[src/rtl/adc_ctrl_pkg.sv]
package adc_ctrl_pkg;

    typedef enum logic [2:0] {
        ST_IDLE  = 3'd0,
        ST_START = 3'd1,
        ST_CONV  = 3'd2,
        ST_WAIT  = 3'd3,
        ST_READ1 = 3'd4,
        ST_READ2 = 3'd5
    } conv_state_e;

    // Read pulse length in clocks (READ1 + READ2)
    localparam int unsigned RD_PULSE = 2;

    function automatic int unsigned max2(int unsigned a, int unsigned b);
        return (a > b) ? a : b;
    endfunction

endpackage

[src/rtl/adc_rate_tick.sv]
module adc_rate_tick #(
    parameter int unsigned DIV = 25_000_000
) (
    input  logic clk_i,
    input  logic rst_ni,
    output logic tick_o
);
    localparam int unsigned CW = (DIV > 2) ? $clog2(DIV) : 1;
    localparam logic [CW-1:0] LAST = CW'(DIV - 1);

    typedef struct packed {
        logic [CW-1:0] cnt;
        logic          tick;
    } tick_regs_t;

    tick_regs_t t_d, t_q;

    always_comb begin
        t_d      = t_q;
        t_d.tick = 1'b0;
        if (t_q.cnt == LAST) begin
            t_d.cnt  = '0;
            t_d.tick = 1'b1;
        end else begin
            t_d.cnt = t_q.cnt + 1'b1;
        end
    end

    always_ff @(posedge clk_i or negedge rst_ni) begin
        if (!rst_ni) begin
            t_q <= '0;
        end else begin
            t_q <= t_d;
        end
    end

    assign tick_o = t_q.tick;

    AST_TICK_SINGLE: assert property (@(posedge clk_i) disable iff (!rst_ni)
        t_q.tick |=> !t_q.tick);

endmodule

[src/rtl/adc_int_sync.sv]
module adc_int_sync #(
    parameter int unsigned STAGES  = 2,
    parameter logic        IDLE_LV = 1'b1
) (
    input  logic clk_i,
    input  logic rst_ni,
    input  logic async_i,
    output logic sync_o
);
    logic [STAGES-1:0] chain_d, chain_q;

    generate
        if (STAGES == 1) begin : g_single
            always_comb chain_d = async_i;
        end else begin : g_multi
            always_comb chain_d = {chain_q[STAGES-2:0], async_i};
        end
    endgenerate

    always_ff @(posedge clk_i or negedge rst_ni) begin
        if (!rst_ni) begin
            chain_q <= {STAGES{IDLE_LV}};
        end else begin
            chain_q <= chain_d;
        end
    end

    assign sync_o = chain_q[STAGES-1];

endmodule

[src/rtl/adc_conv_fsm.sv]
module adc_conv_fsm
    import adc_ctrl_pkg::*;
#(
    parameter int unsigned DATA_W    = 8,
    parameter int unsigned WR_W      = 2,
    parameter int unsigned MIN_GAP   = 8,
    parameter int unsigned SYNC_LAT  = 2
) (
    input  logic              clk_i,
    input  logic              rst_ni,
    input  logic              tick_i,
    input  logic              int_s_i,
    input  logic [DATA_W-1:0] data_i,
    output logic              wr_n_o,
    output logic              rd_n_o,
    output logic [DATA_W-1:0] smp_o,
    output logic              smp_new_o
);
    // Cycles spent in WAIT so that the read strobe lands MIN_GAP clocks
    // after the pin-level interrupt was first sampled (sync latency included).
    localparam int unsigned WAIT_LEN = (MIN_GAP > SYNC_LAT + 1) ? (MIN_GAP - SYNC_LAT) : 1;
    localparam int unsigned CNT_MAX  = max2(WR_W, WAIT_LEN);
    localparam int unsigned CNT_W    = (CNT_MAX > 1) ? $clog2(CNT_MAX + 1) : 1;
    localparam logic [CNT_W-1:0] WR_LAST   = CNT_W'(WR_W - 1);
    localparam logic [CNT_W-1:0] WAIT_LAST = CNT_W'(WAIT_LEN - 1);

    typedef struct packed {
        conv_state_e       state;
        logic [CNT_W-1:0]  cnt;
        logic              wr_n;
        logic              rd_n;
        logic [DATA_W-1:0] smp;
        logic              smp_new;
    } seq_regs_t;

    localparam seq_regs_t RESET_VAL = '{
        state:   ST_IDLE,
        cnt:     '0,
        wr_n:    1'b1,
        rd_n:    1'b1,
        smp:     '0,
        smp_new: 1'b0
    };

    seq_regs_t r_d, r_q;

    always_comb begin
        r_d         = r_q;
        r_d.smp_new = 1'b0;
        unique case (r_q.state)
            ST_IDLE: begin
                r_d.wr_n = 1'b1;
                r_d.rd_n = 1'b1;
                if (tick_i) begin
                    r_d.state = ST_START;
                    r_d.cnt   = '0;
                    r_d.wr_n  = 1'b0;
                end
            end
            ST_START: begin
                r_d.rd_n = 1'b1;
                if (r_q.cnt == WR_LAST) begin
                    r_d.state = ST_CONV;
                    r_d.wr_n  = 1'b1;
                    r_d.cnt   = '0;
                end else begin
                    r_d.wr_n = 1'b0;
                    r_d.cnt  = r_q.cnt + 1'b1;
                end
            end
            ST_CONV: begin
                r_d.wr_n = 1'b1;
                r_d.rd_n = 1'b1;
                if (!int_s_i) begin
                    r_d.state = ST_WAIT;
                    r_d.cnt   = '0;
                end
            end
            ST_WAIT: begin
                r_d.wr_n = 1'b1;
                if (r_q.cnt == WAIT_LAST) begin
                    r_d.state = ST_READ1;
                    r_d.rd_n  = 1'b0;
                    r_d.cnt   = '0;
                end else begin
                    r_d.rd_n = 1'b1;
                    r_d.cnt  = r_q.cnt + 1'b1;
                end
            end
            ST_READ1: begin
                r_d.wr_n  = 1'b1;
                r_d.rd_n  = 1'b0;
                r_d.state = ST_READ2;
            end
            ST_READ2: begin
                r_d.wr_n    = 1'b1;
                r_d.rd_n    = 1'b1;
                r_d.smp     = data_i;
                r_d.smp_new = 1'b1;
                r_d.state   = ST_IDLE;
            end
            default: begin
                r_d = RESET_VAL;
            end
        endcase
    end

    always_ff @(posedge clk_i or negedge rst_ni) begin
        if (!rst_ni) begin
            r_q <= RESET_VAL;
        end else begin
            r_q <= r_d;
        end
    end

    assign wr_n_o    = r_q.wr_n;
    assign rd_n_o    = r_q.rd_n;
    assign smp_o     = r_q.smp;
    assign smp_new_o = r_q.smp_new;

    AST_WR_FROM_TICK: assert property (@(posedge clk_i) disable iff (!rst_ni)
        $fell(r_q.wr_n) |-> $past(tick_i));

    AST_CONV_HOLD: assert property (@(posedge clk_i) disable iff (!rst_ni)
        (r_q.state == ST_CONV && int_s_i) |=> (r_q.state == ST_CONV && r_q.rd_n));

    AST_RD_AFTER_WAIT: assert property (@(posedge clk_i) disable iff (!rst_ni)
        $fell(r_q.rd_n) |-> ($past(r_q.state) == ST_WAIT));

    AST_STROBE_EXCL: assert property (@(posedge clk_i) disable iff (!rst_ni)
        !(!r_q.wr_n && !r_q.rd_n));

    AST_LOAD_ON_READ: assert property (@(posedge clk_i) disable iff (!rst_ni)
        !$stable(r_q.smp) |-> $past(r_q.state == ST_READ2));

    AST_NEW_PULSE: assert property (@(posedge clk_i) disable iff (!rst_ni)
        r_q.smp_new |=> !r_q.smp_new);

    AST_TICK_DROPPED: assert property (@(posedge clk_i) disable iff (!rst_ni)
        (tick_i && (r_q.state == ST_CONV || r_q.state == ST_WAIT ||
                    r_q.state == ST_READ1 || r_q.state == ST_READ2)) |=> r_q.wr_n);

endmodule

[src/rtl/adc_sample_ctrl.sv]
module adc_sample_ctrl #(
    parameter int unsigned DATA_W   = 8,
    parameter int unsigned TICK_DIV = 25_000_000,
    parameter int unsigned WR_W     = 2,
    parameter int unsigned MIN_GAP  = 8
) (
    input  logic              clk,
    input  logic              rst_n,
    input  logic              adc_int_n,
    input  logic [DATA_W-1:0] adc_data,
    output logic              adc_wr_n,
    output logic              adc_rd_n,
    output logic [DATA_W-1:0] sample_o,
    output logic              sample_new_o
);
    localparam int unsigned SYNC_STAGES = 2;

    logic tick;
    logic int_s;

    adc_rate_tick #(
        .DIV (TICK_DIV)
    ) i_rate (
        .clk_i  (clk),
        .rst_ni (rst_n),
        .tick_o (tick)
    );

    adc_int_sync #(
        .STAGES  (SYNC_STAGES),
        .IDLE_LV (1'b1)
    ) i_sync (
        .clk_i   (clk),
        .rst_ni  (rst_n),
        .async_i (adc_int_n),
        .sync_o  (int_s)
    );

    adc_conv_fsm #(
        .DATA_W   (DATA_W),
        .WR_W     (WR_W),
        .MIN_GAP  (MIN_GAP),
        .SYNC_LAT (SYNC_STAGES)
    ) i_fsm (
        .clk_i     (clk),
        .rst_ni    (rst_n),
        .tick_i    (tick),
        .int_s_i   (int_s),
        .data_i    (adc_data),
        .wr_n_o    (adc_wr_n),
        .rd_n_o    (adc_rd_n),
        .smp_o     (sample_o),
        .smp_new_o (sample_new_o)
    );

    AST_NEW_WITH_RD_RISE: assert property (@(posedge clk) disable iff (!rst_n)
        sample_new_o |-> (adc_rd_n && !$past(adc_rd_n)));

endmodule

[config.mk]
export PLATFORM = sky130hd
export DESIGN_NAME = adc_sample_ctrl
export DESIGN_NICKNAME = d
export VERILOG_FILES = /design/src/rtl/adc_ctrl_pkg.sv /design/src/rtl/adc_rate_tick.sv /design/src/rtl/adc_int_sync.sv /design/src/rtl/adc_conv_fsm.sv /design/src/rtl/adc_sample_ctrl.sv
export SDC_FILE = /design/constraint.sdc
export NUM_CORES = 1
export LEC_CHECK = 0
export BUFFER_PORTS_ARGS = -buffer_cell sky130_fd_sc_hd__buf_4
export CORE_ASPECT_RATIO = 1.1
export CORE_MARGIN = 2
export CORE_UTILIZATION = 50
export CTS_CLUSTER_DIAMETER = 80
export DETAILED_ROUTE_END_ITERATION = 16
export PLACE_DENSITY = 0.69
export SKIP_LAST_GASP = 1
export SYNTH_ARGS = -nofsm -noshare
export SYNTH_HDL_FRONTEND = slang
export SYNTH_SLANG_ARGS = --single-unit
[constraint.sdc]
create_clock -name clk -period 2.08 [get_ports clk]
set_input_delay 0.416 -clock clk [delete_from_list [all_inputs] [get_ports clk]]
set_output_delay 0.416 -clock clk [all_outputs]
set_load 0.05 [all_outputs]
==> results.md, run 1 <==
* Status: completed
* Multi-input gate area at 938 um2
* Final Hold Fails at 0
* TritonCTS Sinks at 45
* Peak per-stage delay on the critical path at 0.44 ns
* Yosys reg bits at 45
* Crit Path Max Fanout at 7
* Final Cycle Share at 0.872
* GPL Wtd Cong at 0.822
* Data arrival, critical path at 2.03 ns
* Clock Latency Late Sink at 0.30 ns
* CP Class: reg -> reg
* Finished Cell Area at 0.00247 mm2
* WL final at 3830 um
* Setup TNS Final at 0 ns
* Top_reg_cell synth: dfrtp_1
* Total die area at 0.00502 mm2
* Crit path from: i_rate.t_q[1]
* Final HPWL DP at 2650 um
* Unrepaired setup endpoints after global routing: no
* Worst r2r src: i_rate.t_q[1]
* Vias per std cell at 5.57
* Register area at 0.00113 mm2
* Area Overhead vs Synth at 10.7%
* Leak Pwr at 0.00106 uW
* H-tree Lvls at 2
* Buffers from clock root to sink, at most at 2
* Hold-fix buffers, CTS at 0
* Largest net degree at the start of global routing at 46
* Switching share of power at 0.187
* Max Freq at 551 MHz
* Starting Density at 0.521
* DP Area at 0.00235 mm2
* Pwr dens at 638 mW/mm2
* Worst Clk Skew at 0.00428 ns
* Worst Path Required at 2.30 ns
* Area of the mapped netlist at 0.00223 mm2
* Post-synthesis sequential area ratio at 0.507
* CTS buffer count at 5
* Row count at 25
* CTS tree: yes
* Crit-path cells: ha_1 -> and2_0 -> nand2_1 -> or4_1 -> a21oi_1
* Max Transition Viols Final at 0
* Ys async rst share at 1.00
* Clk pin slew, worst setup/hold paths at 0.08 ns
* First-pass GRT wire length at 6900 um
* Syn Area/Cell at 10.1 um2
* Cell count after synthesis at 222
* Number of flops mapped to enable cells by yosys at 0
* DR iter-0 viols at 96
* Vias in the first global route at 1509
* Via count at 1605
* Die height at 74.1 um
* # IOs at 22
* GRT Total Usage at 0.185
* Synth cell types at 41
* Hold WC Path Type: in -> async
* Period minus WS final at 1.81 ns
* Fill count at 359
* Final core utilization at 0.577
* Max Cap Viol at 0
* CTS Root Cell: clkbuf_8
* Nature of the critical path startpoint: flop
* Final setup vio count at 0
* Antenna cell count at 0
* Crit-path slowest cell: or4_1
* YS warnings at 0
* Initial antenna violation count at 0
* Comb power frac at 0.019
* Port bufs at 21
* NetSw at 295 uW
* Die X-Extent at 67.7 um
* Core area at 0.00429 mm2
* Global route overflow at 0
* Max rail drop VDD at 0.372 mV
* Sequential share of power at 0.558
* Worst Hold Slack at 0.100 ns
* Buffer count from post-CTS setup fixing at 0
* Final ANT Viol Nets at 0
* Layout cells sized above 1 at 0.179
* Int Power at 1280 uW
* Worst slew pin tran at 0.533 ns
* Syn nets at 234
* Clk pwr share at 0.424
* Relative slew margins at 0.644
* Crit. End Element: flop
* Total Power at 1580 uW
* Drt pass-1 iters at 6
* DRC at 0
* Final net count at 245
* Routed len/inst at 13.3 um
* Cts repair resizes at 0
==> stage by stage <==
step	setup slack (ns)	instances
floorplan	0.398	222
global placement	0.402	280
detailed placement	0.292	280
CTS	0.263	288
global route	0.117	288
finish	0.266	288
==> layout make-up <==
type | instances | area share
Tap cell | 54 | 0.0273
Multi-Input combinational cell | 147 | 0.380
Clock buffer | 7 | 0.0349
Timing Repair Buffer | 24 | 0.0729
Clock inverter | 1 | 0.0122
Inverter | 10 | 0.0152
Sequential cell | 45 | 0.458
==> registers in the layout (all words and copies together) (netlist names) <==
| name | flops |
|---|---|
| i_rate.t_q | 25 |
| i_rate.tick_o | 1 |
| i_fsm.smp_new_o | 1 |
| i_fsm.wr_n_o | 1 |
| i_fsm.r_q | 6 |
| i_fsm.smp_o | 8 |
| i_fsm.rd_n_o | 1 |
| i_sync.chain_q | 2 |
==> worst paths after layout <==
check	cells past startpoint	slack, ns	end
worst max register to register	5	0.27	i_rate.t_q[17]
max in group asynchronous	1	1.61	i_sync.chain_q[0]
worst min register to register	0	0.36	i_sync.chain_q[1]
worst max-delay path	5	0.27	i_rate.t_q[17]
min in group clk	1	0.23	i_sync.chain_q[0]
worst min-delay path	1	0.10	i_fsm.smp_new_o
==> layer usage <==
layer / vias to the layer above / wire length [um] / track usage
li1: 806 / - / -
met2: 32 / 1800 / 0.296
met3: 5 / 159 / 0.0469
met1: 762 / 1790 / 0.234
met5: - / 0 / 0
met4: 0 / 85 / 0.0884
==> cell usage in the layout, fill, tap and decap left out, types with 2 or more instances in the layout <==
| master | instances |
|---|---|
| dfrtp_1 | 41 |
| buf_4 | 24 |
| nand3_1 | 18 |
| nand2_1 | 15 |
| nor2_1 | 12 |
| xnor2_1 | 11 |
| inv_1 | 10 |
| o22ai_1 | 9 |
| o21ai_0 | 8 |
| o21a_1 | 8 |
| a21oi_1 | 7 |
| nand4_1 | 6 |
| xor2_1 | 6 |
| o31ai_1 | 6 |
| clkbuf_8 | 6 |
| nor2b_1 | 4 |
| or4_1 | 4 |
| dfstp_2 | 4 |
| and4_1 | 3 |
| nor4_1 | 3 |
| o221ai_1 | 2 |
| nand2b_1 | 2 |
| and2_1 | 2 |
| and4_2 | 2 |
| and3_1 | 2 |
| nor3_1 | 2 |
| nand3b_1 | 2 |
| a31oi_1 | 2 |
==> cell usage after synthesis (3+ instances only) <==
cell type  count  area (um2)
nand2_1       15        56.3
o21a_1         8        60.1
buf_4          9        67.6
or4_1          4        30.0
nand3_1       18        90.1
dfstp_2        4         105
nor4_1         3        18.8
and4_1         3        26.3
dfrtp_1       41        1030
o21ai_0        8        40.0
o31ai_1        6        45.0
o22ai_1        9        56.3
xnor2_1       11        96.3
nand4_1        6        37.5
nor2b_1        4        25.0
nor2_1        12        45.0
clkbuf_1       8        30.0
a21oi_1        7        35.0
inv_1         10        37.5
xor2_1         6        52.6
==> worst max-delay path, delay by kind of cell, from the launching register on <==
kind,cells,cell delay (ns)
adder cells (fa/ha/maj),1,0.22
flip-flops,1,0.39
AND/OR/NAND/NOR,3,0.97
AO/OA/AOI/OAI,1,0.17
==> cells by family (layout without fill, tap and decap cells) <==
family          Yosys count  in the layout  share of synthesized area
mux                       1              1                    0.00448
buf+inv                  30             42                     0.0729
flops                    45             45                      0.507
xor+xnor                 17             17                     0.0667
simple gates             83             83                      0.213
compound gates           45             45                      0.131
fa+ha+maj                 1              1                    0.00560
==> power by group through the flow <==
stage / logic [uW] / registers, uW / clock network [uW]
finish: 29.4 / 879 / 668
CTS: 31.4 / 879 / 688
global route: 34.8 / 879 / 725
global placement: 31.1 / 896 / 0
floorplan: 0.0579 / 896 / 0
detailed placement: 31.3 / 896 / 0
No activity file was read; power rests on OpenSTA's default activity.
==> run 2, diff against run 1 <==
--- a/config.mk
+++ b/config.mk
@@ -15,4 +15,5 @@
 export SKIP_LAST_GASP = 1
 export SYNTH_ARGS = -nofsm -noshare
 export SYNTH_HDL_FRONTEND = slang
+export SYNTH_HIERARCHICAL = 1
 export SYNTH_SLANG_ARGS = --single-unit
==> run 2 against run 1 <==
Against the previous run: non-clock buffer count stayed put; final cell count shrank 0.35%; sequential share of layout area shrank 0.71 points; sequential power barely moved; cell area grew 1.6%; largest power group unchanged.
==> results.md, run 2 <==
* Status: completed
* Vias in the first global route at 1522 (+0.86%)
* Register area at 0.00113 mm2 (unchanged)
* Setup TNS Final at 0 ns (unchanged)
* Multi-input gate area at 993 um2 (+5.9%)
* Final Hold Fails at 0 (unchanged)
* CTS Root Cell: clkbuf_8
* YS warnings at 6 (+6)
* Initial antenna violation count at 0 (unchanged)
* Syn Area/Cell at 10.4 um2 (+3.9%)
* Die X-Extent at 68.5 um (+1.2%)
* Largest register by flop count: i_rate/t_q
* Hold WC Path Type: in -> async
* Worst Hold Slack at 0.114 ns (+0.0135 ns)
* Cell count after synthesis at 219 (-1.4%)
* Layout cells sized above 1 at 0.210 (+0.0308)
* Via count at 1634 (+1.8%)
* Total Power at 1540 uW (-2.3%)
* TritonCTS Sinks at 45 (unchanged)
* Synth cell types at 48 (+17%)
* Top-count cell post-synth: dfrtp_1
* Yosys reg bits at 45 (unchanged)
* Clock Latency Late Sink at 0.28 ns (-0.02 ns)
* Leak Pwr at 0.00110 uW (+3.7%)
* Port bufs at 21 (unchanged)
* Row count at 25 (unchanged)
* Final Cycle Share at 0.927 (+0.0551)
* Pwr dens at 613 mW/mm2 (-3.8%)
* Syn nets at 231 (-1.3%)
* Most frequent cells in the layout: dfrtp_1, buf_4, nand2_1, nor2_1
* Crit Path Max Fanout at 10 (+3)
* Synth cell count leaders: dfrtp_1, nand2_1, nor2_1
* Largest register FFs at 25 (unchanged)
* Buffers from clock root to sink, at most at 2 (unchanged)
* Worst slew pin tran at 0.547 ns (+0.0140 ns)
* Relative slew margins at 0.635 (-0.00936)
* Hold-fix buffers, CTS at 0 (unchanged)
* Clk pin slew, worst setup/hold paths at 0.08 ns (about the same)
* Max rail drop VDD at 0.369 mV (-0.79%)
* Max Transition Viols Final at 0 (unchanged)
* Period minus WS final at 1.93 ns (+0.115 ns)
* Final setup vio count at 0 (unchanged)
* R2R cell count at 6 (+1)
* Worst Path Required at 2.24 ns (-0.06 ns)
* R2R Path End: i_rate/t_q[17]
* Area of the mapped netlist at 0.00229 mm2 (+2.5%)
* Data arrival, critical path at 2.09 ns (+0.06 ns)
* DRC at 0 (unchanged)
* Core area at 0.00435 mm2 (+1.5%)
* Antenna cell count at 0 (unchanged)
* Crit. End Element: flop
* CP Class: reg -> reg
* GPL Wtd Cong at 0.792 (-3.6%)
* Final ANT Viol Nets at 0 (unchanged)
* Routed len/inst at 14.1 um (+5.9%)
* Reg2Reg Setup Slack at 0.15 ns (-0.11 ns)
* CTS tree: yes
* Fill count at 393 (+9.5%)
* Max Freq at 518 MHz (-5.9%)
* Global route overflow at 0 (unchanged)
* WL final at 4050 um (+5.5%)
* Leading cell type in the layout, fill and taps excluded: dfrtp_1
* Largest net degree at the start of global routing at 46 (unchanged)
* Ys async rst share at 1.00 (unchanged)
* Nature of the critical path startpoint: flop
* Final WS setup at 0.151 ns (-0.115 ns)
* DP Cell Count at 279 (-0.36%)
* # IOs at 22 (unchanged)
* Max Cap Viol at 0 (unchanged)
* Synth top area cells: dfrtp_1, dfstp_2, xnor2_1, buf_4, a2bb2oi_1
* Area Overhead vs Synth at 9.74%
* Die height at 74.9 um (+1.2%)
* Final net count at 244 (-0.41%)
* Post-synthesis sequential area ratio at 0.495 (-0.0122)
* CTS buffer count at 5 (unchanged)
* Drt pass-1 iters at 4 (-2)
* DR iter-0 viols at 88 (-8.3%)
* Worst r2r src: i_rate/t_q[1]
* Buffer count from post-CTS setup fixing at 0 (unchanged)
* First-pass GRT wire length at 6860 um (-0.61%)
* Area share of the largest cell type after synthesis at 0.449 (-0.0111)
* Vias per std cell at 5.69 (+2.2%)
* Non-filler cells, final at 287 (-0.35%)
* Post-Place Worst Slack at 0.215 ns (-0.0768 ns)
* Cts repair resizes at 0 (unchanged)
* Number of flops mapped to enable cells by yosys at 0 (unchanged)
* Starting Density at 0.526 (+0.00517)
* Final HPWL DP at 2820 um (+6.3%)
* Unrepaired setup endpoints after global routing: no
* Top_reg_cell synth: dfrtp_1
* Synth area leader: dfrtp_1
* Worst Clk Skew at 0.00273 ns (-0.00155 ns)
* GRT Total Usage at 0.176 (-0.00891)
* H-tree Lvls at 2 (unchanged)
* Total die area at 0.00513 mm2 (+2.3%)
run 2: cell count changes in the layout (fill, tap and decap cells not counted), sizes merged, moves of 3 or more:
cell	change
a2bb2oi	+8
nand3	-7
nor4	+3
o21a	-7
o31ai	-5
or3	+4
or4	-4
run 2: critical path, cell delays in order, from the launching register on:
cell     delay (ns)
dfrtp_1        0.39
ha_1           0.23
and2_4         0.20
nand4_1        0.22
nor4_4         0.45
buf_4          0.26
a21oi_1        0.06
run 2: cells by family after synthesis:
family,after synthesis,synth area share
buf+inv,26,0.0711
fa+ha+maj,1,0.00547
compound gates,44,0.133
mux,2,0.00985
flops,45,0.495
simple gates,85,0.225
xor+xnor,16,0.0613
run 2: per-stage QoR:
step | util | area, um2
floorplan | - | 2290
global placement | 0.553 | 2400
detailed placement | 0.553 | 2400
CTS | 0.577 | 2510
global route | 0.577 | 2510
finish | 0.577 | 2510
run 2: metal layers:
layer / vias to the layer above / part of all wire / GRT usage
met5: - / 0 / 0
met4: 0 / 0.0074 / 0.0444
met3: 4 / 0.036 / 0.0374
met2: 23 / 0.47 / 0.291
met1: 796 / 0.49 / 0.236
li1: 811 / - / -
run 2: cell type report:
cell class,count,area share
repair buffers,24,0.0718
inverters,8,0.0120
flip-flops and latches,45,0.451
clock buffers,6,0.0289
well taps,54,0.0269
clock inverters,2,0.0140
multi-input cells,148,0.396
run 2: worst max-delay path by stage:
stage	to	start	cells after the start
after floorplan	i_rate/t_q[21]	i_rate/t_q[1]	6
after CTS	i_rate/t_q[17]	i_rate/t_q[1]	6
final	i_rate/t_q[17]	i_rate/t_q[1]	6
after global routing	i_rate/t_q[17]	i_rate/t_q[1]	6
after detailed placement	i_rate/t_q[12]	i_rate/t_q[1]	6
after global placement	i_rate/t_q[23]	i_rate/t_q[1]	6
run 2: where the power goes:
| group | internal (uW) | switching, uW |
|---|---|---|
| Sequential | 878 | 0.785 |
| Clock | 357 | 275 |
| Combinational | 11.7 | 18.1 |
| Total | 1250 | 294 |
==> run 3, diff against run 2 <==
--- a/config.mk
+++ b/config.mk
@@ -7,12 +7,12 @@
 export LEC_CHECK = 0
 export BUFFER_PORTS_ARGS = -buffer_cell sky130_fd_sc_hd__buf_4
 export CORE_ASPECT_RATIO = 1.1
-export CORE_MARGIN = 2
 export CORE_UTILIZATION = 50
 export CTS_CLUSTER_DIAMETER = 80
 export DETAILED_ROUTE_END_ITERATION = 16
 export PLACE_DENSITY = 0.69
 export SKIP_LAST_GASP = 1
+export SLEW_MARGIN = 5
 export SYNTH_ARGS = -nofsm -noshare
 export SYNTH_HDL_FRONTEND = slang
 export SYNTH_HIERARCHICAL = 1
==> run 3 against run 2 <==
Against the previous run: clock power up 9.0%; non-clock buffer count unchanged; die area down 5.5%; critical path depth unchanged; sequential share of layout area down 0.22 points.
==> results.md, run 3 (synthesis gave the netlist of run 2 again) <==
* Status: completed
* Clk pin slew, worst setup/hold paths at 0.08 ns (about the same)
* Max Transition Viols Final at 0 (unchanged)
* Clock Latency Late Sink at 0.30 ns (+0.02 ns)
* Total die area at 0.00485 mm2 (-5.5%)
* Die X-Extent at 66.5 um (-2.9%)
* Worst Clk Skew at 0.00981 ns (+0.00708 ns)
* Routed len/inst at 14.4 um (+2.4%)
* CP delay by family, top: simple AND/OR/NAND/NOR gates
* Row count at 25 (unchanged)
* Cts repair resizes at 0 (unchanged)
* H-tree Lvls at 2 (unchanged)
* Reg2Reg Setup Slack at 0.28 ns (+0.13 ns)
* Final setup vio count at 0 (unchanged)
* Leading cell type in the layout, fill and taps excluded: dfrtp_1
* GRT Total Usage at 0.203 (+0.0271)
* DR iter-0 viols at 120 (+36%)
* Antenna cell count at 0 (unchanged)
* Buffers from clock root to sink, at most at 2 (unchanged)
* Hold-fix buffers, CTS at 0 (unchanged)
* Via count at 1640 (+0.37%)
* WL final at 4140 um (+2.4%)
* Max rail drop VDD at 0.514 mV (+39%)
* DP Area at 0.00240 mm2 (unchanged)
* Max Cap Viol at 0 (unchanged)
* DP Cell Count at 279 (unchanged)
* Largest register by flop count: i_rate/t_q
* Crit-path slowest cell: dfrtp_1
* Pwr dens at 633 mW/mm2 (+3.2%)
* Hold WC Path Type: in -> async
* Leak Pwr at 0.00110 uW (+0.20%)
* Data arrival, critical path at 1.98 ns (-0.11 ns)
* Final ANT Viol Nets at 0 (unchanged)
* Worst Path Required at 2.26 ns (+0.02 ns)
* Largest net degree at the start of global routing at 46 (unchanged)
* First-pass GRT wire length at 7190 um (+4.8%)
* Buffer count from post-CTS setup fixing at 0 (unchanged)
* Fill count at 379 (-3.6%)
* Setup TNS Final at 0 ns (unchanged)
* Final Hold Fails at 0 (unchanged)
* Vias in the first global route at 1567 (+3.0%)
* Area Overhead vs Synth at 10.3%
* Layout cells sized above 1 at 0.215 (+0.00429)
* CTS buffer count at 5 (unchanged)
* Worst slew pin tran at 0.547 ns (-0.000180 ns)
* Crit. End Element: flop
* Unrepaired setup endpoints after global routing: no
* CTS tree: yes
* Initial antenna violation count at 0 (unchanged)
* CP Class: reg -> reg
* Peak per-stage delay on the critical path at 0.39 ns (-0.06 ns)
* Crit-path cells: ha_1 -> and2_4 -> nand4_1 -> nor4_4 -> buf_4 -> a21oi_1
* Relative slew margins at 0.635 (about the same)
* Final HPWL DP at 2880 um (+2.2%)
* Core area at 0.00435 mm2 (unchanged)
* Port bufs at 21 (unchanged)
* Drt pass-1 iters at 4 (unchanged)
* Non-filler cells, final at 287 (unchanged)
* Starting Density at 0.526 (unchanged)
* DRC at 0 (unchanged)
* Nature of the critical path startpoint: flop
* Final net count at 244 (unchanged)
* Most frequent cells in the layout: dfrtp_1, buf_4, nand2_1, nor2_1
* Crit Path Max Fanout at 13 (+3)
* Final Cycle Share at 0.866 (-0.0612)
* CTS Root Cell: clkbuf_8
* Max Freq at 555 MHz (+7.1%)
* Largest register FFs at 25 (unchanged)
* Buf/Inv on CP at 1 (unchanged)
* Vias per std cell at 5.71 (+0.37%)
* Period minus WS final at 1.80 ns (-0.127 ns)
* # IOs at 22 (unchanged)
* TritonCTS Sinks at 45 (unchanged)
* Global route overflow at 0 (unchanged)
* Finished Cell Area at 0.00252 mm2 (+0.50%)
* GPL Wtd Cong at 0.808 (+1.9%)
* Worst Hold Slack at 0.100 ns (-0.0136 ns)
* Die height at 72.9 um (-2.7%)
[run 3: cell count changes in the layout (fill, tap and decap cells not counted), sizes merged]
cell	delta
clkinv	-1
clkinvlp	+1
[run 3: metal layers]
metal | track usage | share of wire
met1 | 0.254 | 0.46
met2 | 0.328 | 0.49
met3 | 0.0484 | 0.040
met4 | 0.102 | 0.012
met5 | 0 | 0
[run 3: area by class of cell]
cell class | instances | area, um2 | share of cell area
flip-flops and latches | 45 | 1130 | 0.448
multi-input cells | 148 | 993 | 0.394
repair buffers | 24 | 180 | 0.0714
clock buffers | 6 | 82.6 | 0.0327
well taps | 54 | 67.6 | 0.0268
clock inverters | 2 | 37.5 | 0.0149
inverters | 8 | 30.0 | 0.0119
[run 3: worst register-to-register path, cell delays in order (launching register included)]
cell	delay [ns]
dfrtp_1	0.39
ha_1	0.22
and2_4	0.19
nand4_1	0.21
nor4_4	0.35
buf_4	0.26
a21oi_1	0.07
[run 3: report_power, final]
| part | internal (uW) | switching [uW] | total, uW |
|---|---|---|---|
| Clock | 391 | 298 | 688 |
| Combinational | 11.7 | 18.1 | 29.8 |
| Sequential | 878 | 0.912 | 879 |
[run 3: path summary, 6_finish.rpt]
check	start	end	cells past startpoint
setup / recovery	i_rate/t_q[1]	i_rate/t_q[20]	6
hold / removal	rst_n	i_fsm/smp_o[0]	1
setup reg to reg	i_rate/t_q[1]	i_rate/t_q[20]	6
hold reg to reg	i_sync/chain_q[0]	i_sync/chain_q[1]	0
max in group asynchronous	rst_n	i_rate/t_q[25]	1
min in group clk	adc_int_n	i_sync/chain_q[0]	1
[run 3: through the flow]
step	utilization	total power (uW)	setup slack [ns]
finish	0.580	1600	0.278
global route	0.580	1660	0.117
CTS	0.580	1620	0.273
detailed placement	0.553	928	0.292
global placement	0.553	927	0.358
floorplan	-	896	0.411
